**src/rtl/snd_tmr_pkg.sv**
```systemverilog
`timescale 1ns/1ps
package snd_tmr_pkg;
  localparam int ADDR_W = 3;
  localparam logic [ADDR_W-1:0] A_CLKSEL = 3'd0;
  localparam logic [ADDR_W-1:0] A_PERIOD = 3'd1;
  localparam logic [ADDR_W-1:0] A_IRQEN  = 3'd2;
  localparam logic [ADDR_W-1:0] A_START  = 3'd3;
  localparam logic [ADDR_W-1:0] A_RUN    = 3'd4;
  localparam int SEL_LINE_BIT = 0;
  localparam int SEL_FAST_BIT = 6;

  typedef struct packed {
    logic fast;
    logic line;
  } clk_sel_t;
endpackage

```
**src/rtl/snd_tmr_divider.sv**
```systemverilog
`timescale 1ns/1ps
module snd_tmr_divider #(
  parameter int DIV = 28
) (
  input  logic clk,
  input  logic rst,
  input  logic run,
  output logic tick
);
  localparam int CW = (DIV > 1) ? $clog2(DIV) : 1;
  localparam logic [CW-1:0] LAST = CW'(DIV - 1);

  logic [CW-1:0] phase_q;

  always_ff @(posedge clk) begin
    if (rst || !run)          phase_q <= '0;
    else if (phase_q == LAST) phase_q <= '0;
    else                      phase_q <= phase_q + 1'b1;
  end

  assign tick = run && (phase_q == LAST);


  hold_no_tick_chk: assert property (@(posedge clk) disable iff (rst)
    !run |=> (phase_q == '0));


  tick_spacing_chk: assert property (@(posedge clk) disable iff (rst)
    tick |=> !tick);
endmodule

```
**src/rtl/snd_tmr_downcount.sv**
```systemverilog
`timescale 1ns/1ps
module snd_tmr_downcount #(
  parameter int CW = 9
) (
  input  logic          clk,
  input  logic          rst,
  input  logic          step,
  input  logic          start,
  input  logic [CW-1:0] reload,
  output logic          underflow
);
  logic [CW-1:0] count_q;

  assign underflow = step && !start && (count_q == '0);

  always_ff @(posedge clk) begin
    if (rst)                  count_q <= '0;
    else if (start)           count_q <= reload;
    else if (step) begin
      if (count_q == '0)      count_q <= reload;
      else                    count_q <= count_q - 1'b1;
    end
  end


  reload_on_wrap_chk: assert property (@(posedge clk) disable iff (rst)
    underflow |=> (count_q == $past(reload)));


  idle_hold_chk: assert property (@(posedge clk) disable iff (rst)
    (!step && !start) |=> $stable(count_q));
endmodule

```
**src/rtl/snd_interval_timer.sv**
```systemverilog
`timescale 1ns/1ps
module snd_interval_timer
  import snd_tmr_pkg::*;
#(
  parameter int FREQ_W     = 8,
  parameter int DIV_MID    = 28,
  parameter int DIV_LINE   = 114,
  parameter int FAST_EXTRA = 4
) (
  input  logic              clk,
  input  logic              rst,
  input  logic              wr_en,
  input  logic [ADDR_W-1:0] wr_addr,
  input  logic [FREQ_W-1:0] wr_data,
  output logic              irq_pending
);
  localparam int CW = FREQ_W + 1;
  localparam logic [CW-1:0] EXTRA = CW'(FAST_EXTRA - 1);

  clk_sel_t          sel_q;
  logic [FREQ_W-1:0] period_q;
  logic              irq_en_q;
  logic              run_q;
  logic              pend_q;

  logic wr_sel, wr_period, wr_irqen, wr_run, start;
  assign wr_sel    = wr_en && (wr_addr == A_CLKSEL);
  assign wr_period = wr_en && (wr_addr == A_PERIOD);
  assign wr_irqen  = wr_en && (wr_addr == A_IRQEN);
  assign wr_run    = wr_en && (wr_addr == A_RUN);
  assign start     = wr_en && (wr_addr == A_START);

  always_ff @(posedge clk) begin
    if (rst) begin
      sel_q    <= '0;
      period_q <= '0;
      irq_en_q <= 1'b0;
      run_q    <= 1'b1;
    end else begin
      if (wr_sel) begin
        sel_q.line <= wr_data[SEL_LINE_BIT];
        sel_q.fast <= wr_data[SEL_FAST_BIT];
      end
      if (wr_period) period_q <= wr_data;
      if (wr_irqen)  irq_en_q <= wr_data[0];
      if (wr_run)    run_q    <= |wr_data[1:0];
    end
  end

  logic tick_mid, tick_line;

  snd_tmr_divider #(.DIV(DIV_MID)) mid_div_i (
    .clk(clk), .rst(rst), .run(run_q), .tick(tick_mid));

  snd_tmr_divider #(.DIV(DIV_LINE)) line_div_i (
    .clk(clk), .rst(rst), .run(run_q), .tick(tick_line));

  logic          step, underflow;
  logic [CW-1:0] reload;

  always_comb begin
    if (sel_q.fast) begin
      step   = 1'b1;
      reload = {1'b0, period_q} + EXTRA;
    end else begin
      step   = sel_q.line ? tick_line : tick_mid;
      reload = {1'b0, period_q};
    end
  end

  snd_tmr_downcount #(.CW(CW)) cnt_i (
    .clk(clk), .rst(rst), .step(step), .start(start),
    .reload(reload), .underflow(underflow));

  always_ff @(posedge clk) begin
    if (rst)                          pend_q <= 1'b0;
    else if (wr_irqen && !wr_data[0]) pend_q <= 1'b0;
    else if (underflow && irq_en_q)   pend_q <= 1'b1;
  end

  assign irq_pending = pend_q;


  pend_source_chk: assert property (@(posedge clk) disable iff (rst)
    $rose(irq_pending) |-> $past(underflow && irq_en_q));


  pend_clear_chk: assert property (@(posedge clk) disable iff (rst)
    (wr_irqen && !wr_data[0]) |=> !irq_pending);


  pend_sticky_chk: assert property (@(posedge clk) disable iff (rst)
    (irq_pending && !wr_irqen) |=> irq_pending);


  masked_quiet_chk: assert property (@(posedge clk) disable iff (rst)
    !irq_en_q |-> !irq_pending);
endmodule

```
**config.mk**
```make
export PLATFORM = sky130hd
export DESIGN_NAME = snd_interval_timer
export DESIGN_NICKNAME = d
export VERILOG_FILES = /design/src/rtl/snd_tmr_pkg.sv /design/src/rtl/snd_tmr_divider.sv /design/src/rtl/snd_tmr_downcount.sv /design/src/rtl/snd_interval_timer.sv
export SDC_FILE = /design/constraint.sdc
export NUM_CORES = 1
export LEC_CHECK = 0
export BUFFER_PORTS_ARGS = -buffer_cell sky130_fd_sc_hd__clkbuf_2
export CAP_MARGIN = 15
export CORE_UTILIZATION = 52
export DETAILED_ROUTE_END_ITERATION = 12
export HOLD_SLACK_MARGIN = 0.08
export PLACE_DENSITY = 0.8
export RECOVER_POWER = 100
export SETUP_SLACK_MARGIN = 0.3
export SKIP_CTS_REPAIR_TIMING = 1
export SYNTH_ARGS = -nofsm -noshare
export SYNTH_HDL_FRONTEND = slang
export SYNTH_HIERARCHICAL = 1
export SYNTH_SLANG_ARGS = --single-unit
export TNS_END_PERCENT = 30
```
**constraint.sdc**
```tcl
create_clock -name clk -period 4.6 [get_ports clk]
set_clock_uncertainty 0.05 [all_clocks]
set_input_delay 0.23 -clock clk [delete_from_list [all_inputs] [get_ports clk]]
set_output_delay 0.23 -clock clk [all_outputs]
set_load 0.1 [all_outputs]
```
==> results.toml, run 1 <==
[cts]
cts_root_buffer = "clkbuf_4"
cts_buffers = 5
clock_path_buffers = 2
htreeDepth = 2
clk_latency_ns = 0.33
path_clk_slew_ns = 0.10
cts_tree = "yes"
cts_num_sinks = 34

[timing]
finalSetupViolCount = 0
finalSetupTns_ns = 0
hold_violations = 0
tightest_slew_ns = 1.163
clock.fmax_ghz = 0.4035
rsz0062_at_grt = "no"
finalCritPeriodShare_pct = 53.87
post-route-min-period_ns = 2.478
hold_slack_ns = 0.07501
timing.slew.headroom_pct = 22.77
slew_viol_final = 0

[placed_design]
dpl.cell_count = 262
dp_hpwl_um = 2401
portBuffers = 14
gp_congestion = 0.8151

[logic_synthesis]
async_reset_ff_share_pct = 0
synth_cells = 209
synth.net_count = 228
synth_warnings = 6
syn_area_per_cell_um2 = 9.022
netlist.area_leader.share_pct = 36.10
ys_types = 52
synth_top_cell_by_area = "dfxtp_1"
seq_area_frac_synth_pct = 36.10
syn_area_um2 = 1886
yosys-top-cells-area = "dfxtp_1 (36%), nor2_1 (6.4%), mux2i_1 (5.8%), ha_1 (3.3%), xor2_1 (3.3%)"
synth_edf_count = 0
ys_ff_latch = 34
synth_flop_cell = "dfxtp_1"

[die]
die_h_um = 62.22
die_area_um2 = 3871
die_x_um = 62.22
rows = 21
core_um2 = 3416
ioPinCount = 15
start_util_pct = 55.20

[finish]
area_growth_pct = 6.570
diodes = 0
instances_no_fill = 269
fillers = 316
drive_above_1_share_pct = 12.11
nets = 243

[pwr]
power_uw = 521.1
power_density_nw_per_um2 = 259.3
peakVddDrop_mv = 0.1642
leakagePower_nw = 0.7642

[routing]
drt-total-wl_um = 3388
drt_iter0_markers = 45
dr.pass1.iters = 4
wire_per_inst_um = 12.59
via_per_inst = 5.576
drc = 0
num_vias = 1500
ant_nets = 0

[setup_path]
arrival_ns = 2.66
endpoint_kind = "flop"
crit_path_start_kind = "flop"
r2r-start = "mid_div_i/phase_q[0]"
crit_start = "mid_div_i/phase_q[0]"
path_max_fanout = 11
required_ns = 4.78
critical_path_class = "reg -> reg"

[job]
max_cap_violations = 0

[grt]
grt_pass1_vias = 1392
grt_max_degree = 30
grt_pass1_wl_um = 6044
antenna_found_initial = 0
overflow = 0
grt_usage_pct = 19.92

[worst_hold_path]
worstHoldStart = "wr_data[4]"
hold_path.class = "in -> reg"

[run_status]
run_status = "finished clean"
==> state kept, by name, summed over array words and instances (netlist names) <==
| register | flops |
|---|---|
| cnt_i/count_q | 9 |
| period_q | 8 |
| line_div_i/phase_q | 7 |
| mid_div_i/phase_q | 5 |
| sel_q | 2 |
| irq_en_q | 1 |
| irq_pending | 1 |
| run_q | 1 |
==> kinds of logic after synthesis <==
group	synth area share (%)
and+or+nand+nor	31.72
DFF	36.10
AOI/OAI and AO/OA	12.28
buffers and inverters	3.981
muxes	7.034
xor gates and xnor gates	5.574
adders and majority gates	3.318
==> final timing paths <==
check                         endpoint  slack [ns]  cells after the start
setup / recovery      cnt_i/count_q[6]        2.12                      9
setup reg to reg      cnt_i/count_q[6]        2.12                      9
hold reg to reg   mid_div_i/phase_q[0]        0.40                      1
hold / removal             period_q[4]        0.08                      3
==> final cells by class <==
cell class              instances  area (µm²)  share of cell area, %
repair buffers                 15       76.32                  3.798
multi-input cells             157        1102                  54.86
flip-flops and latches         34       680.7                  33.87
clock buffers                   6       51.30                  2.553
inverters                      11       41.29                  2.055
well taps                      46       57.56                  2.864
==> metal layers <==
layer	track usage, %	wire length (µm)	part of all wire (%)	up-vias
met5	0	0	0	-
met4	10.76	78	2.3	0
met3	5.331	157	4.6	6
met2	31.18	1458	43	35
met1	24.89	1694	50	683
li1	-	-	-	776
==> per-stage QoR <==
| step | worst slack [ns] | instance area (µm²) | utilization (%) |
|---|---|---|---|
| floorplan | 2.367 | 1886 | - |
| global placement | 2.173 | 1979 | 57.95 |
| detailed placement | 2.116 | 1979 | 57.95 |
| CTS | 2.122 | 2031 | 59.45 |
| global route | 2.008 | 2009 | 58.83 |
| finish | 2.122 | 2009 | 58.83 |
==> critical path, cell delays in order, from the launching register on <==
cell and delay (ns):
dfxtp_1 0.33, ha_1 0.24, and4b_1 0.19, and2_2 0.18, nor2b_1 0.12, a211o_1 0.40, and4bb_4 0.27, nand2b_1 0.07
mux2_1 0.31, a32o_1 0.21
==> report_power, final <==
group | internal [mW] | switching [mW] | total (mW)
logic | 0.0219 | 0.0260 | 0.0479
clock network | 0.0688 | 0.0935 | 0.162
registers | 0.302 | 0.00847 | 0.311
total | 0.393 | 0.128 | 0.521
==> synthesized netlist by cell type (2+ instances only) <==
cell type / number
a211o_1: 2
a21oi_1: 8
a31oi_1: 4
a32o_1: 2
and4b_1: 3
buf_4: 2
clkbuf_1: 5
dfxtp_1: 34
ha_1: 5
inv_1: 11
mux2_1: 2
mux2i_1: 11
nand2_1: 9
nand2b_1: 5
nand3_1: 6
nand4bb_1: 2
nor2_1: 32
nor2b_1: 4
nor3_1: 8
nor3b_1: 2
nor4_4: 2
nor4b_2: 2
o21ai_0: 5
or3_1: 4
or4_1: 2
xnor2_1: 5
xor2_1: 7
==> cells in the final DEF, fill, tap and decap left out, types with 2 or more instances in the layout <==
master / count
dfxtp_1: 34
nor2_1: 32
inv_1: 11
mux2i_1: 11
clkbuf_2: 11
nand2_1: 9
nor3_1: 8
a21oi_1: 8
xor2_1: 7
nand3_1: 6
o21ai_0: 6
xnor2_1: 5
nand2b_1: 5
ha_1: 5
clkbuf_4: 5
nor2b_1: 4
or3_1: 4
a31oi_1: 4
and4b_1: 3
clkbuf_1: 3
a211o_1: 2
nand4bb_1: 2
or4_1: 2
mux2_1: 2
a32o_1: 2
nor3b_1: 2
Power figures use the tool's default switching activity.
==> inputs of run 2 (changes only) <==
--- a/config.mk
+++ b/config.mk
@@ -5,12 +5,13 @@
 export SDC_FILE = /design/constraint.sdc
 export NUM_CORES = 1
 export LEC_CHECK = 0
+export ABC_AREA = 1
 export BUFFER_PORTS_ARGS = -buffer_cell sky130_fd_sc_hd__clkbuf_2
 export CAP_MARGIN = 15
 export CORE_UTILIZATION = 52
 export DETAILED_ROUTE_END_ITERATION = 12
 export HOLD_SLACK_MARGIN = 0.08
-export PLACE_DENSITY = 0.8
+export PLACE_DENSITY = 0.79
 export RECOVER_POWER = 100
 export SETUP_SLACK_MARGIN = 0.3
 export SKIP_CTS_REPAIR_TIMING = 1
==> constraint.sdc (replaced) <==
create_clock -name clk -period 2.3 [get_ports clk]
set_clock_uncertainty 0.05 [all_clocks]
set_input_delay 0.115 -clock clk [delete_from_list [all_inputs] [get_ports clk]]
set_output_delay 0.115 -clock clk [all_outputs]
set_load 0.1 [all_outputs]
==> run 2 against run 1 <==
Compared with the run above: via count increased by 24%; cell count increased by 42%; combinational power increased to 5.5 times the previous value; synthesized cell count increased by 51%; flip-flop and latch count unchanged; clock-buffer cell count unchanged; first-iteration DRC count increased by 100%; maximum frequency increased by 26%; clock power increased to 2.8 times the previous value; sequential share of layout area decreased by 4.4 points; largest cell class unchanged.
==> results.toml, run 2 <==
[logic_synthesis]
synth_flop_cell = "dfxtp_1"
ys_ff_latch = 34
yosys-top-cells-area = "dfxtp_1 (33%), nand2_1 (11%), inv_1 (8.8%), nor2_1 (8.4%), nand3_1 (6.2%)"
seq_area_frac_synth_pct = 32.57
synth_cells = 316
synth_edf_count = 0
syn_area_um2 = 2090
syn_area_per_cell_um2 = 6.612
synth_warnings = 6
synth_commonest_cells = "nand2_1 (63), inv_1 (49), nor2_1 (47)"
netlist.area_leader.share_pct = 32.57
synth_top_cell_by_area = "dfxtp_1"
ys_types = 30
async_reset_ff_share_pct = 0
yosysMostFrequentCell = "nand2_1"
synth.net_count = 335

[setup_path]
endpoint_kind = "flop"
arrival_ns = 2.06
required_ns = 2.40
critical_path_class = "reg -> reg"
path_max_fanout = 12
crit_path_start_kind = "flop"
reg2regPathDepth = 12

[worst_hold_path]
hold_depth = 3
hold_path.class = "in -> reg"

[pwr]
clock_power_share_pct = 33.6
power_frac_comb_pct = 19.2
p_switching_uw = 412.1
power.internal_uw = 953.2
power_mw = 1.365
p_seq_share_pct = 47.2
leakagePower_nw = 1.103
peakVddDrop_mv = 0.3433
power_density_nw_per_um2 = 591.4
switching_share_pct = 30.18

[routing]
wl_met2_um = 1750
highest_layer = "met4"
ant_nets = 0
drc = 0
met3_length_um = 100
drt_iter0_markers = 91
num_vias = 1865
dr.pass1.iters = 4
wl_met1_um = 1859
drt-total-wl_um = 3756
via_per_inst = 4.869
wire_per_inst_um = 9.807

[cts]
cts_num_sinks = 34
cts_root_buffer = "clkbuf_8"
cts_tree = "yes"
path_clk_slew_ns = 0.07
cts_buffers = 5
htreeDepth = 2
clk_latency_ns = 0.29
clock_path_buffers = 2

[grt]
antenna_found_initial = 0
overflow = 0
grt_pass1_wl_um = 6651
grt_max_degree = 13
grt_usage_pct = 19.49
grt_pass1_vias = 1621

[timing]
post-route-min-period_ns = 1.959
rsz0062_at_grt = "yes"
slew_viol_final = 0
hold_violations = 0
timing.slew.headroom_pct = 23.39
finalSetupTns_ns = 0
finalSetupViolCount = 0
tightest_slew_ns = 1.154
finalCritPeriodShare_pct = 85.18
clock.fmax_ghz = 0.5104

[finish]
layout.cells.most_common = "nand2_1"
post-route-util_pct = 61.66
area_growth_pct = 10.48
nets = 353
finalInstanceArea_um2 = 2308
drive_above_1_share_pct = 17.01
largest_reg_flops = 9
top_register = "cnt_i/count_q"
diodes = 0
reg.largest.list = "cnt_i/count_q (9), period_q (8), line_div_i/phase_q (7)"
final_cell_mix = "nand2_1 (64), inv_1 (49), nor2_1 (46)"
fillers = 387

[placed_design]
dpl-instance-area_um2 = 2198
gp_congestion = 0.8201
portBuffers = 14
dp_hpwl_um = 2871

[run_status]
run_status = "finished clean"

[die]
start_util_pct = 55.82
rows = 22
core_um2 = 3744
die_h_um = 65.39
die_area_um2 = 4276
ioPinCount = 15
die_x_um = 65.39

[job]
max_cap_violations = 0
## run 2: cell count changes in the layout (fill, tap and decap cells not counted), moves of 7 or more
| cell | delta |
|---|---|
| nand4_1 | +14 |
| mux2i_1 | -11 |
| inv_1 | +38 |
| nor2_1 | +14 |
| nor3_1 | -7 |
| nand2_1 | +55 |
| nand3_1 | +20 |
| nor2_2 | +19 |
## run 2: final timing paths
kind / slack [ns] / start / end
hold reg to reg: 0.42 / mid_div_i/phase_q[0] / mid_div_i/phase_q[0]
setup / recovery: 0.34 / mid_div_i/phase_q[0] / cnt_i/count_q[2]
setup reg to reg: 0.34 / mid_div_i/phase_q[0] / cnt_i/count_q[2]
hold / removal: 0.07 / wr_data[0] / sel_q[0]
## run 2: cell type report
| type | count | area [µm²] | area share, % |
|---|---|---|---|
| clock buffer | 6 | 82.58 | 3.577 |
| clock inverter | 2 | 12.51 | 0.5420 |
| inverter | 54 | 202.7 | 8.780 |
| multi-input combinational | 224 | 1194 | 51.71 |
| sequential | 34 | 680.7 | 29.49 |
| tap | 48 | 60.06 | 2.602 |
| timing repair buffer | 15 | 76.32 | 3.306 |
## run 2: worst max-delay path: stages (launching register included)
cell     delay, ns
dfxtp_1       0.37
ha_1          0.24
nand2_1       0.07
inv_1         0.07
nand2_2       0.05
nor2_1        0.09
inv_1         0.06
o21ai_2       0.21
nor2_4        0.07
inv_1         0.27
nor2_1        0.07
a21oi_1       0.12
a21oi_1       0.09
## run 2: kinds of logic (layout without fill, tap and decap cells)
logic type	count (synthesis)	in the layout	synth area share (%)
and+or+nand+nor	186	186	44.01
buffers and inverters	58	77	10.72
DFF	34	34	32.57
AOI/OAI and AO/OA	26	26	6.767
xor gates and xnor gates	7	7	2.934
adders and majority gates	5	5	2.994
## run 2: metal layers
layer,vias to the layer above,global-route usage (%)
li1,1024,-
met1,807,24.44
met2,29,33.38
met3,5,3.472
met4,0,6.522
met5,-,0
## run 2: power groups by stage
stage | logic (mW) | registers [mW] | clock network, mW
floorplan | 0.210 | 0.651 | 0
global placement | 0.258 | 0.656 | 0
detailed placement | 0.260 | 0.657 | 0
CTS | 0.261 | 0.644 | 0.471
global route | 0.304 | 0.649 | 0.490
finish | 0.262 | 0.645 | 0.458
## run 2: stage by stage
step / hold WS [ns] / cells / setup WS, ns
final: 0.07413 / 383 / 0.3409
after global routing: 0.1019 / 383 / 0.1130
after CTS: 0.05095 / 382 / 0.1885
after detailed placement: 0.3487 / 374 / 0.2555
after global placement: 0.3450 / 374 / 0.3221
after floorplan: 0.2123 / 316 / 0.4557
==> inputs of run 3 (changes only) <==
--- a/config.mk
+++ b/config.mk
@@ -12,7 +12,6 @@
 export DETAILED_ROUTE_END_ITERATION = 12
 export HOLD_SLACK_MARGIN = 0.08
 export PLACE_DENSITY = 0.79
-export RECOVER_POWER = 100
 export SETUP_SLACK_MARGIN = 0.3
 export SKIP_CTS_REPAIR_TIMING = 1
 export SYNTH_ARGS = -nofsm -noshare
==> run 3 against run 2 <==
Compared with the run above: sequential power barely moved; global-route usage did not move; critical endpoint unchanged; via count rose by 0.32%; largest power group unchanged; routed wire length rose by 0.29%; non-clock buffer count did not move; final area rose by 0.27%.
==> results.toml, run 3 (synthesis results as in run 2) <==
[setup_path]
critical_path_class = "reg -> reg"
crit_path_start_kind = "flop"
endpoint_kind = "flop"
path_max_fanout = 12
arrival_ns = 1.95
required_ns = 2.42

[job]
max_cap_violations = 0

[die]
die_h_um = 65.39
ioPinCount = 15
rows = 22
die_area_um2 = 4276
core_um2 = 3744
start_util_pct = 55.82
die_x_um = 65.39

[routing]
drt-total-wl_um = 3767
num_vias = 1871
drc = 0
via_per_inst = 4.885
dr.pass1.iters = 4
wire_per_inst_um = 9.836
ant_nets = 0
drt_iter0_markers = 90

[placed_design]
dp_hpwl_um = 2871
gp_congestion = 0.8201
dp_slack_ns = 0.2555
dpl-instance-area_um2 = 2198
portBuffers = 14

[grt]
overflow = 0
grt_pass1_vias = 1621
grt_max_degree = 13
grt_pass1_wl_um = 6651
antenna_found_initial = 0
grt_usage_pct = 19.49

[cts]
clock_path_buffers = 2
path_clk_slew_ns = 0.07
cts_tree = "yes"
clk_latency_ns = 0.29
cts_root_buffer = "clkbuf_8"
cts_buffers = 5
cts_num_sinks = 34
htreeDepth = 2

[timing]
finalSetupViolCount = 0
finalSetupTns_ns = 0
finalCritPeriodShare_pct = 79.87
rsz0062_at_grt = "yes"
timing.slew.headroom_pct = 64.38
slew_viol_final = 0
clock.fmax_ghz = 0.5443
hold_violations = 0
tightest_slew_ns = 0.5366
post-route-min-period_ns = 1.837
timing.final.ws_setup_ns = 0.4629

[pwr]
power_frac_comb_pct = 19.4
leakagePower_nw = 1.110
peakVddDrop_mv = 0.3433
power.internal_uw = 954.2
power_density_nw_per_um2 = 590.9
switching_share_pct = 30.23
p_switching_uw = 413.5
p_seq_share_pct = 47.1
clock_power_share_pct = 33.5

[finish]
top_register = "cnt_i/count_q"
nets = 353
final_cell_mix = "nand2_1 (63), inv_1 (48), nor2_1 (46)"
largest_reg_flops = 9
diodes = 0
layout.cells.most_common = "nand2_1"
reg.largest.list = "cnt_i/count_q (9), period_q (8), line_div_i/phase_q (7)"
drive_above_1_share_pct = 18.51
area_growth_pct = 10.78
finalInstanceArea_um2 = 2315

[run_status]
run_status = "finished clean"

[worst_hold_path]
hold_path.class = "in -> reg"
-- run 3: changes by cell type in the layout (fill, tap and decap cells not counted) --
cell,before,now
o21ai_0,7,5
clkbuf_1,3,0
inv_2,4,5
nand2_2,4,5
o21ai_1,0,2
inv_1,49,48
nand2_1,64,63
clkbuf_2,11,14
-- run 3: layer usage --
metal  GRT usage [%]  wire [µm]  vias to the layer above
li1                -          -                     1025
met1           24.44       1871                      808
met2           33.38       1748                       33
met3           3.472        101                        5
met4           6.522         45                        0
met5               0          0                        -
-- run 3: through the flow --
| stage | total power, mW | hold WS, ns | std cells | util (%) |
|---|---|---|---|---|
| floorplan | 0.8612 | 0.2123 | 316 | - |
| global placement | 0.9146 | 0.3450 | 374 | 58.72 |
| detailed placement | 0.9171 | 0.3487 | 374 | 58.72 |
| CTS | 1.377 | 0.05095 | 382 | 61.26 |
| global route | 1.443 | 0.09472 | 383 | 61.83 |
| finish | 1.368 | 0.05746 | 383 | 61.83 |
-- run 3: final timing paths --
kind                                      startpoint                    to  slack (ns)  cells after the start
worst min-delay path                      wr_data[0]              sel_q[0]        0.06                      3
worst max-delay path            mid_div_i/phase_q[0]      cnt_i/count_q[2]        0.46                     12
worst min register to register  mid_div_i/phase_q[0]  mid_div_i/phase_q[0]        0.42                      1
worst max register to register  mid_div_i/phase_q[0]      cnt_i/count_q[2]        0.46                     12
-- run 3: power by group through the flow --
| stage | combinational, mW | sequential [mW] | clock [mW] |
|---|---|---|---|
| after CTS | 0.261 | 0.644 | 0.471 |
| after floorplan | 0.210 | 0.651 | 0 |
| after detailed placement | 0.260 | 0.657 | 0 |
| final | 0.265 | 0.645 | 0.458 |
| after global placement | 0.258 | 0.656 | 0 |
| after global routing | 0.305 | 0.649 | 0.490 |
-- run 3: layout make-up --
cell class | count | area (µm²)
clock buffers | 6 | 82.58
inverters | 54 | 202.7
multi-input cells | 224 | 1196
flip-flops and latches | 34 | 680.7
well taps | 48 | 60.06
clock inverters | 2 | 12.51
repair buffers | 15 | 80.08
fillers | 385 | 1429
-- run 3: worst max-delay path, stage by stage, from the launching register on --
cell and delay, ns:
dfxtp_1 0.37, ha_1 0.24, nand2_1 0.07, inv_1 0.07, nand2_2 0.06, nor2_1 0.09, inv_1 0.06, o21ai_2 0.21
nor2_4 0.08, inv_2 0.17, nor2_1 0.06, a21oi_1 0.11, a21oi_1 0.09
